==> config.mk <==
export PLATFORM = sky130hd
export DESIGN_NAME = pld_macrocell
export DESIGN_NICKNAME = d
export VERILOG_FILES = /design/src/rtl/pld_mc_pkg.sv /design/src/rtl/pld_mc_decode.sv /design/src/rtl/pld_mc_sum.sv /design/src/rtl/pld_mc_fb.sv /design/src/rtl/pld_macrocell.sv
export SDC_FILE = /design/constraint.sdc
export NUM_CORES = 1
export LEC_CHECK = 0
export ABC_AREA = 1
export ABC_CLOCK_PERIOD_IN_PS = 860
export BUFFER_PORTS_ARGS = -buffer_cell sky130_fd_sc_hd__buf_4
export CAP_MARGIN = 20
export CELL_PAD_IN_SITES_DETAIL_PLACEMENT = 0
export CELL_PAD_IN_SITES_GLOBAL_PLACEMENT = 2
export CORE_MARGIN = 2
export CORE_UTILIZATION = 13
export DETAILED_ROUTE_END_ITERATION = 8
export PLACE_DENSITY_LB_ADDON = 0.1
export REMOVE_ABC_BUFFERS = 1
export SYNTH_ARGS = -nofsm -noshare
export SYNTH_HDL_FRONTEND = slang
export SYNTH_SLANG_ARGS = --single-unit
==> constraint.sdc <==
create_clock -name clk_i -period 0.86 [get_ports clk_i]
set_input_delay 0.172 -clock clk_i [delete_from_list [all_inputs] [get_ports clk_i]]
set_output_delay 0.172 -clock clk_i [all_outputs]
set_load 0.02 [all_outputs]
==> src/rtl/pld_mc_pkg.sv <==
package pld_mc_pkg;
  typedef enum logic [1:0] {
    MC_REG  = 2'd0,
    MC_COUT = 2'd1,
    MC_DIN  = 2'd2,
    MC_CIO  = 2'd3
  } mc_mode_e;

  localparam int unsigned N_PTERM = 8;
endpackage

==> src/rtl/pld_mc_decode.sv <==
module pld_mc_decode
  import pld_mc_pkg::*;
(
  input  logic [1:0] glb_i,
  input  logic       loc_i,
  output mc_mode_e   mode_o
);
  always_comb begin
    unique case ({glb_i[0], glb_i[1], loc_i})
      3'b010:         mode_o = MC_REG;
      3'b100:         mode_o = MC_COUT;
      3'b111, 3'b011: mode_o = MC_CIO;
      default:        mode_o = MC_DIN;  // incl. unlisted combos: pad never driven
    endcase
  end
endmodule

==> src/rtl/pld_mc_sum.sv <==
module pld_mc_sum
  import pld_mc_pkg::*;
#(
  parameter int unsigned N_PT = N_PTERM
) (
  input  logic [N_PT-1:0] pterm_i,
  input  mc_mode_e        mode_i,
  input  logic            pol_i,
  output logic            sum_o
);
  localparam int unsigned N_NARROW = N_PT - 1;

  logic or_narrow, or_wide;

  always_comb begin
    or_narrow = 1'b0;
    for (int i = 0; i < N_NARROW; i++) or_narrow |= pterm_i[i];
    or_wide = or_narrow | pterm_i[N_PT-1];
  end

  // top term becomes the enable in combinational I/O mode
  assign sum_o = ((mode_i == MC_CIO) ? or_narrow : or_wide) ^ pol_i;
endmodule

==> src/rtl/pld_mc_fb.sv <==
module pld_mc_fb
  import pld_mc_pkg::*;
#(
  parameter bit END_CELL   = 1'b0,
  parameter bit NO_COMB_FB = 1'b0
) (
  input  logic [1:0] glb_i,
  input  logic       loc_i,
  input  mc_mode_e   mode_i,
  input  logic       reg_val_i,
  input  logic       pin_i,
  input  logic       adj_pin_i,
  output logic       fb_o
);
  logic sel_g;
  logic fb_mux;

  generate
    if (END_CELL) begin : g_end
      assign sel_g = glb_i[0];
    end else begin : g_mid
      assign sel_g = glb_i[1];
    end
  endgenerate

  always_comb begin
    unique case ({sel_g, loc_i})
      2'b10:   fb_mux = reg_val_i;
      2'b01:   fb_mux = adj_pin_i;
      default: fb_mux = pin_i;
    endcase
  end

  generate
    if (NO_COMB_FB) begin : g_nofb
      assign fb_o = (mode_i == MC_COUT) ? 1'b0 : fb_mux;
    end else begin : g_fb
      assign fb_o = fb_mux;
    end
  endgenerate
endmodule

==> src/rtl/pld_macrocell.sv <==
module pld_macrocell
  import pld_mc_pkg::*;
#(
  parameter bit END_CELL   = 1'b0,
  parameter bit NO_COMB_FB = 1'b0
) (
  input  logic               clk_i,
  input  logic               rst_ni,
  input  logic [N_PTERM-1:0] pterm_i,
  input  logic               oe_i,
  input  logic [1:0]         glb_i,
  input  logic               loc_i,
  input  logic               pol_i,
  input  logic               preload_i,
  input  logic               preload_val_i,
  input  logic               pin_i,
  input  logic               adj_pin_i,
  output logic               pad_o,
  output logic               pad_oe_o,
  output logic               fb_o
);
  mc_mode_e mode;
  logic     sum;
  logic     q;       // flop output, clears low
  logic     reg_pad; // registered value as seen at the pin

  pld_mc_decode u_dec (.glb_i(glb_i), .loc_i(loc_i), .mode_o(mode));

  pld_mc_sum #(.N_PT(N_PTERM)) u_sum (
    .pterm_i(pterm_i), .mode_i(mode), .pol_i(pol_i), .sum_o(sum)
  );

  // pin shows inverted Q: cleared flop reads high
  always_ff @(posedge clk_i or negedge rst_ni) begin
    if (!rst_ni)        q <= 1'b0;
    else if (preload_i) q <= ~preload_val_i;
    else                q <= ~sum;
  end
  assign reg_pad = ~q;

  always_comb begin
    unique case (mode)
      MC_REG:  begin pad_o = reg_pad; pad_oe_o = oe_i;             end
      MC_COUT: begin pad_o = sum;     pad_oe_o = 1'b1;             end
      MC_CIO:  begin pad_o = sum;     pad_oe_o = pterm_i[N_PTERM-1]; end
      default: begin pad_o = 1'b0;    pad_oe_o = 1'b0;             end
    endcase
  end

  pld_mc_fb #(.END_CELL(END_CELL), .NO_COMB_FB(NO_COMB_FB)) u_fb (
    .glb_i(glb_i), .loc_i(loc_i), .mode_i(mode), .reg_val_i(reg_pad),
    .pin_i(pin_i), .adj_pin_i(adj_pin_i), .fb_o(fb_o)
  );

  a_r2_reg_capture: assert property (@(posedge clk_i) disable iff (!rst_ni)
    ($past(rst_ni) && !$past(preload_i) && mode == MC_REG) |-> pad_o == $past(sum));
  a_r10_preload_wins: assert property (@(posedge clk_i) disable iff (!rst_ni)
    ($past(rst_ni) && $past(preload_i) && mode == MC_REG) |-> pad_o == $past(preload_val_i));
  a_r2_reg_oe: assert property (@(posedge clk_i) disable iff (!rst_ni)
    (glb_i == 2'b10 && !loc_i) |-> pad_oe_o == oe_i);
  a_r3_cout_oe: assert property (@(posedge clk_i) disable iff (!rst_ni)
    (glb_i == 2'b01 && !loc_i) |-> pad_oe_o);
  a_r4_din_off: assert property (@(posedge clk_i) disable iff (!rst_ni)
    (glb_i == 2'b01 && loc_i) |-> (!pad_oe_o && !pad_o));
  a_r5_cio_oe: assert property (@(posedge clk_i) disable iff (!rst_ni)
    (glb_i[1] && loc_i) |-> pad_oe_o == pterm_i[N_PTERM-1]);
  a_r6_undef_off: assert property (@(posedge clk_i) disable iff (!rst_ni)
    (glb_i == 2'b00 || (glb_i == 2'b11 && !loc_i)) |-> (!pad_oe_o && !pad_o));
endmodule

Yosys cells after proc, flatten, opt, wreduce, memory -nomap -nowiden
Index checks and enable logic that the tools add are counted.
W data, S select, Z words.
{ "classes": {"addsub": 0, "n_mul": 0, "n_div": 0, "n_lt_le_gt_ge": 0, "eq_ne": 8, "n_shift": 0, "mux": 6, "n_bitwise": 11, "reduce_logical": 3} }
{ "op_table": {"columns": ["op", "n"], "rows": [
  ["$or A1 B1 Y1", 7],
  ["$eq A3 B2 Y1 const B", 2],
  ["$eq A3 B3 Y1 const B", 2],
  ["$pmux W2 S3", 1],
  ["$eq A2 B1 Y1 const B", 2],
  ["$eq A2 B2 Y1 const B", 2],
  ["$pmux W1 S2", 2],
  ["$reduce_or A2 Y1", 2],
  ["$not A1 Y1", 3],
  ["$pmux W1 S3", 1],
  ["$logic_not A2 Y1", 1],
  ["$mux W1", 2],
  ["$xor A1 B1 Y1", 1]
]} }
{ "totals": {"reg_bits": 1, "latchBits": 0, "ram_bits": 0, "rom_bits": 0, "inputBits": 19, "output_inout_bits": 3, "elab_cells": 29, "memories": 0} }

Depth between registers and ports, before layout
Gate-level depths: netlist (run 1).
{ "logic_depth": {"word_depth": 11, "ltp_mapped": 8} }

Hierarchy
A second synthesis (run 1) with hierarchy kept.
{ "unflattened": {"hier_cells": 52, "hier_area_um2": 244.0} }
{ "by_module_without_submodules": {"columns": ["module", "instances", "cells_each", "area_each_um2", "seq_area_each_um2"], "rows": [
  ["pld_macrocell", 1, 15, 78.8, 25.0],
  ["pld_mc_sum", 1, 17, 70.1, 0.0],
  ["pld_mc_fb", 1, 11, 58.8, 0.0],
  ["pld_mc_decode", 1, 9, 36.3, 0.0]
]} }

Least setup slack after synthesis (run 1)
OpenSTA, ideal clock, no wires.
{ "synth_timing": {"kind": "input-to-output", "start": "in glb_i[1]", "end": "out fb_o", "t_arrival_ns": 0.906, "required_ns": 0.688, "path_slack_ns": -0.218, "stages": 3, "path_buffers": 0, "cell_sequence": "inv_1 -> ha_1 -> a31oi_1"} }
{ "synth_via": {"elab_chain_len": 2, "elab_cells_between_ends": 3, "classes_between": "2 x eq/ne; 1 x mux"} }
{ "synth_lines": {"columns": ["element", "line", "text"], "rows": [
  ["start, declared", "pld_macrocell.sv:11", "input logic [1:0] glb_i,"],
  ["$eq A2 B1 Y1 / $eq A2 B2 Y1 (equally long branches)", "pld_mc_fb.sv:27", "unique case ({sel_g, loc_i})"],
  ["$pmux W1 S2 (*)", "pld_mc_fb.sv:27", null],
  ["end, declared", "pld_macrocell.sv:20", "output logic fb_o"]
]} }
Mark *: on every way between the ends. The rest lies on a longest branch, timed or not.

Worst setup path after layout (run 1)
{ "layout_timing": {"start": "in loc_i", "end": "out pad_o"} }
{ "layout_via": {"elab_chain_len": 7, "elab_cells_between_ends": 13, "classes_between": "6 x eq/ne; 3 x mux; 1 x bitwise; 3 x reduce/logical"} }
{ "layout_lines": {"columns": ["element", "line", "text"], "rows": [
  ["start, declared", "pld_macrocell.sv:12", "input logic loc_i,"],
  ["$eq A3 B3 Y1 / $eq A3 B2 Y1 (equally long branches)", "pld_mc_decode.sv:9", "unique case ({glb_i[0], glb_i[1], loc_i})"],
  ["$reduce_or A2 Y1", "pld_mc_decode.sv:9", null],
  ["$pmux W2 S3 (*)", "pld_mc_decode.sv:9", null],
  ["$eq A2 B2 Y1", "pld_mc_sum.sv:22, pld_macrocell.sv:42", null],
  ["$mux W1", "pld_mc_sum.sv:22", "assign sum_o = ((mode_i == MC_CIO) ? or_narrow : or_wide) ^ pol_i;"],
  ["$xor A1 B1 Y1", "pld_mc_sum.sv:22", null],
  ["$pmux W1 S2 (*)", "pld_macrocell.sv:42", "unique case (mode)"],
  ["end, declared", "pld_macrocell.sv:18", "output logic pad_o,"]
]} }
Marks and branches as above.

==> results.txt, run 1 <==
# DRC - 0
biggest registers after layout - q: 1 flops
number of routed nets with antenna violations - 0
cell taking the most area after synthesis - ha_1
synthesized instance count - 44
Max Clk Rate - 894.5 MHz
Worst Setup SP - loc_i
1st-pass router iterations - 2
num rows - 16
slowest library cell on the worst path - ha_4
Synth Register Bits - 1
Fin. Hold Viols - 0
final core occ - 0.3235
CORE AREA - 1942 um^2
Avg Cell Area, Syn - 5.972 um^2
Final setup viols - 4
final worst setup slack - -0.2579 ns
max FFs per register - 1
initial antenna violation count - 0
ANT cells - 0
Power Density - 496.9 nW/um^2
crit path max fanout - 4
vias in the first global route - 310
number of port buffers - 21
total gr overflow - 0
Worst Path Buf+Inv - 4
Tcrit/Tclk final - 1.300
Synth Area in Adders - 0.2381
Die H - 48.96 um
Initial Util - 0.1353
delay-heaviest family, CP - buffers and inverters
worst hold path type - primary input to register
postcts setup bufs - 0
Final Max Slew Viols - 0
worst slew pin tran - 0.1385 ns
DR vias - 373
drt wl/cell - 7.908 um
drt total wl - 775 um
nets - 97
post-synthesis mux area share - 0
Cell variety after synth - 12
setup TNS - -0.8179 ns
CP arrival - 0.95 ns
Mapped Area - 262.8 um^2
Hold Crit Start - preload_val_i
area fraction in compound gates after synthesis - 0.1000
first-pass GRT wire length - 1297 um
RSZ-0062 raised after global routing - yes
worst rel slew slack - 0.9072
largest net degree at the start of global routing - 5
Largest Register - q
Area Growth Syn to Fin - 139.0%
Ys Warns - 0
main combinational cell family by area after synthesis - simple AND/OR/NAND/NOR gates
Die W - 48.96 um
pre-CTS setup slack - -0.3473 ns
Crit Path Class - primary input to output port
worst path cell trace - buf_12 -> ha_4 -> inv_2 -> nand2_2 -> inv_2 -> nor2_4 -> nand3_1 -> nand3_1 -> nand2_1 -> buf_6
Area contributors post-synth - ha_1 (24%), inv_1 (16%), nand2_1 (14%)
crit end category - output port
slowest stage delay, CP - 0.15 ns
Max-cap violations - 0
post-synthesis sequential area ratio - 0.09524
gr usage total - 0.06499
via density per instance - 3.806
Startpoint Class - primary input
RD Place Congestion - 0.6281
Max VDD drop - 321.5 uV
simple-gate share of the synthesized area - 0.4095
CTS clk-pin slew, worst paths - 0 ns
share of cells above drive strength 1 - 0.6479
hpwl dp - 644.8 um
status - finished, violations left
Tmin final - 1.118 ns
# IOs - 22
final hold slack - 0.4207 ns
violated checks - negative setup slack
drt first-iter violations - 2
power after layout - 312.1 uW
Pleak - 0.3075 nW
area share of the leading cell type in the synthesized netlist - 0.2381
Die Footprint - 2397 um^2
Required @ worst endpoint - 0.69 ns
Post-Synth XOR/XNOR Area - 0
-- worst paths after layout --
path	endpoint	slack (ns)	cells after the start
max	pad_o	-0.26	10
min	q	0.42	3
max in group asynchronous	q	0.29	2
min in group asynchronous	q	0.49	2
-- final cells by class --
class | instances | area, um^2
fillers | 224 | 1314
multi-input cells | 32 | 285.3
well taps | 27 | 33.78
repair buffers | 27 | 237.7
flip-flops and latches | 1 | 25.02
inverters | 11 | 46.29
-- cell usage after synthesis, drive strengths merged --
master,count
inv,11
nand2,10
ha,5
nand3,5
nor2,5
nand4,2
o21bai,2
a31oi,1
dfrtp,1
o21ai,1
or2,1
-- per-stage QoR --
step / cells / instance area, um^2
final: 98 / 628.1
after global routing: 98 / 628.1
after CTS: 98 / 579.3
after detailed placement: 97 / 491.7
after global placement: 97 / 491.7
after floorplan: 44 / 262.8
-- placed cells by master (no fill, tap or decap) --
cell type	count
or2_2	1
nor2_1	2
o21bai_4	1
nand3_2	3
a31oi_1	1
nand4_1	2
nand2_1	6
dfrtp_1	1
buf_4	22
inv_2	3
o21ai_1	1
ha_1	2
inv_1	6
buf_12	2
buf_6	2
nand2_2	4
nand3_1	2
nor2_4	3
ha_4	3
o21bai_1	1
dlygate4sd3_1	1
inv_4	2
-- routing by layer --
metal / vias up / share of wire / GRT usage
met5: - / 0 / 0
met4: 0 / 0 / 0
met3: 0 / 0.052 / 0.003067
met2: 14 / 0.49 / 0.1096
met1: 167 / 0.46 / 0.09665
li1: 192 / - / -
-- timing repair --
item / in CTS / in global routing
pin swaps: 10 / 6
hold buffers: 1 / 0
setup endpoints to repair: 4 / 4
endpoints found under the hold margin: 1 / 0
resized for setup: 21 / 13
-- kinds of logic after synthesis --
logic type      after synthesis
compound gates                4
simple gates                 23
buf+inv                      11
flops                         1
fa+ha+maj                     5
-- power breakdown --
part           switching, mW  total, mW  internal [mW]
Combinational          0.114      0.260          0.146
Clock                      0          0              0
Sequential          0.000807     0.0523         0.0515
Total                  0.114      0.312          0.198
Note: power is estimated with default switching activity, not from simulation.
==> run 2: changes to the inputs <==
--- a/config.mk
+++ b/config.mk
@@ -14,6 +14,7 @@
 export CORE_MARGIN = 2
 export CORE_UTILIZATION = 13
 export DETAILED_ROUTE_END_ITERATION = 8
+export GPL_TIMING_DRIVEN = 0
 export PLACE_DENSITY_LB_ADDON = 0.1
 export REMOVE_ABC_BUFFERS = 1
 export SYNTH_ARGS = -nofsm -noshare
==> constraint.sdc (replaced) <==
create_clock -name clk_i -period 0.86 [get_ports clk_i]
set_input_delay 0.129 -clock clk_i [delete_from_list [all_inputs] [get_ports clk_i]]
set_output_delay 0.129 -clock clk_i [all_outputs]
set_load 0.02 [all_outputs]
==> run 2 against run 1 <==
Effect of this change: the run still ends with negative setup slack left; global-route usage fell by 0.77 points; combinational power is 11% lower; sequential share of layout area is 0.45 points higher; die area is the same; fmax grew 6.4%; routed wire length is 7.9% lower; flip-flop and latch count is the same; via count shrank 9.4%; largest power group unchanged.
==> results.txt, run 2 (synthesis results as in run 1) <==
status - finished, violations left
violated checks - negative setup slack
final instance area - 564.3 um^2 (-10%)
crit end category - output port
ANT cells - 0 (unchanged)
share of cells above drive strength 1 - 0.5373 (-0.1106)
Die Footprint - 2397 um^2 (unchanged)
worst slew pin tran - 0.1702 ns (+0.03173 ns)
num rows - 16 (unchanged)
commonest non-fill, non-tap cell in the layout - buf_4
DR vias - 338 (-9.4%)
first-pass GRT wire length - 1173 um (-9.6%)
Die W - 48.96 um (unchanged)
worst hold path type - primary input to register
Max VDD drop - 301.2 uV (-6.3%)
# DRC - 0 (unchanged)
Power Density - 502.3 nW/um^2 (+1.1%)
# IOs - 22 (unchanged)
drt total wl - 714 um (-7.9%)
RSZ-0062 raised after global routing - yes
worst path cell trace - buf_8 -> inv_1 -> ha_4 -> a31oi_1 -> buf_4
initial antenna violation count - 0 (unchanged)
delay-heaviest family, CP - buffers and inverters
Final setup viols - 4 (unchanged)
max FFs per register - 1 (unchanged)
slowest library cell on the worst path - ha_4
biggest registers after layout - q: 1 flops
setup TNS - -0.6196 ns (+0.1983 ns)
vias in the first global route - 298 (-3.9%)
gr usage total - 0.05727 (-0.007722)
Fin. Hold Viols - 0 (unchanged)
Crit Path Class - primary input to output port
1st-pass router iterations - 2 (unchanged)
hpwl dp - 620.1 um (-3.8%)
Pleak - 0.2808 nW (-8.7%)
CORE AREA - 1942 um^2 (unchanged)
DP Area - 454.2 um^2 (-7.6%)
total gr overflow - 0 (unchanged)
number of routed nets with antenna violations - 0 (unchanged)
Area Growth Syn to Fin - 114.8%
Largest Register - q
nets - 93 (-4.1%)
Max-cap violations - 0 (unchanged)
Final Max Slew Viols - 0 (unchanged)
worst rel slew slack - 0.8864 (-0.02085)
Initial Util - 0.1353 (unchanged)
Die H - 48.96 um (unchanged)
Max Clk Rate - 951.4 MHz (+6.4%)
Required @ worst endpoint - 0.73 ns (+0.04 ns)
power after layout - 283.5 uW (-9.2%)
CP arrival - 0.92 ns (-0.03 ns)
via density per instance - 3.596 (-5.5%)
Startpoint Class - primary input
RD Place Congestion - 0.5994 (-4.6%)
largest net degree at the start of global routing - 5 (unchanged)
CTS clk-pin slew, worst paths - 0 ns (unchanged)
final worst setup slack - -0.1911 ns (+0.06676 ns)
Tcrit/Tclk final - 1.222 (-0.07763)
Tmin final - 1.051 ns (-0.06676 ns)
Worst Path Buf+Inv - 3 (-1)
most frequent cells in the layout - buf_4 (18), inv_1 (8), nand2_1 (7)
number of port buffers - 21 (unchanged)
drt wl/cell - 7.596 um (-4.0%)
crit path max fanout - 4 (unchanged)
drt first-iter violations - 3 (+1)
slowest stage delay, CP - 0.22 ns (+0.07 ns)
## run 2: cell count changes in the layout (fill, tap and decap cells not counted), sizes merged
cell	change
buf	-4
## run 2: path summary, 6_finish.rpt
path	startpoint	to	slack [ns]	depth (start not counted)
max in group asynchronous	rst_ni	q	0.33	2
min in group asynchronous	rst_ni	q	0.45	2
worst min-delay path	preload_val_i	q	0.38	3
worst max-delay path	loc_i	fb_o	-0.19	5
## run 2: layout make-up
class | count | area (um^2)
fill | 222 | 1378
sequential | 1 | 25.02
tap | 27 | 33.78
multi-input combinational | 32 | 261.5
timing repair buffer | 23 | 202.7
inverter | 11 | 41.29
## run 2: tightest hold or removal path, delay by kind of cell
| kind | cells | cell delay (ns) |
|---|---|---|
| buf+inv | 1 | 0.07 |
| simple gates | 2 | 0.13 |
## run 2: per-stage QoR
step | util | setup slack [ns] | hold WS, ns | std cells
floorplan | - | -0.1320 | -0.1666 | 44
global placement | 0.2339 | -0.3229 | -0.09462 | 92
detailed placement | 0.2339 | -0.2934 | -0.09394 | 92
CTS | 0.2726 | -0.2116 | 0.3831 | 94
global route | 0.2906 | -0.2500 | 0.4121 | 94
finish | 0.2906 | -0.1911 | 0.3778 | 94
## run 2: per-layer routing
metal | GRT usage | vias up | share of wire | routed length [um]
met5 | 0 | - | 0 | 0
met4 | 0 | 0 | 0 | 0
met3 | 0.01227 | 0 | 0.098 | 70
met2 | 0.1005 | 14 | 0.47 | 333
met1 | 0.07621 | 141 | 0.43 | 310
li1 | - | 183 | - | -
## run 2: power by group
part / total (mW) / internal, mW / switching [mW]
Sequential: 0.0523 / 0.0515 / 0.000754
Combinational: 0.231 / 0.129 / 0.103
Clock: 0 / 0 / 0
Total: 0.283 / 0.180 / 0.103
## run 2: repair_timing
| item | 4_1_cts | 5_1_grt |
|---|---|---|
| hold endpoints to repair | 1 | 0 |
| hold buffers | 1 | 0 |
| gates resized for setup | 17 | 7 |
| pin swaps | 6 | 5 |
| setup endpoints to repair | 4 | 4 |
| setup buffers | 1 | 0 |
| gates cloned | 0 | 0 |
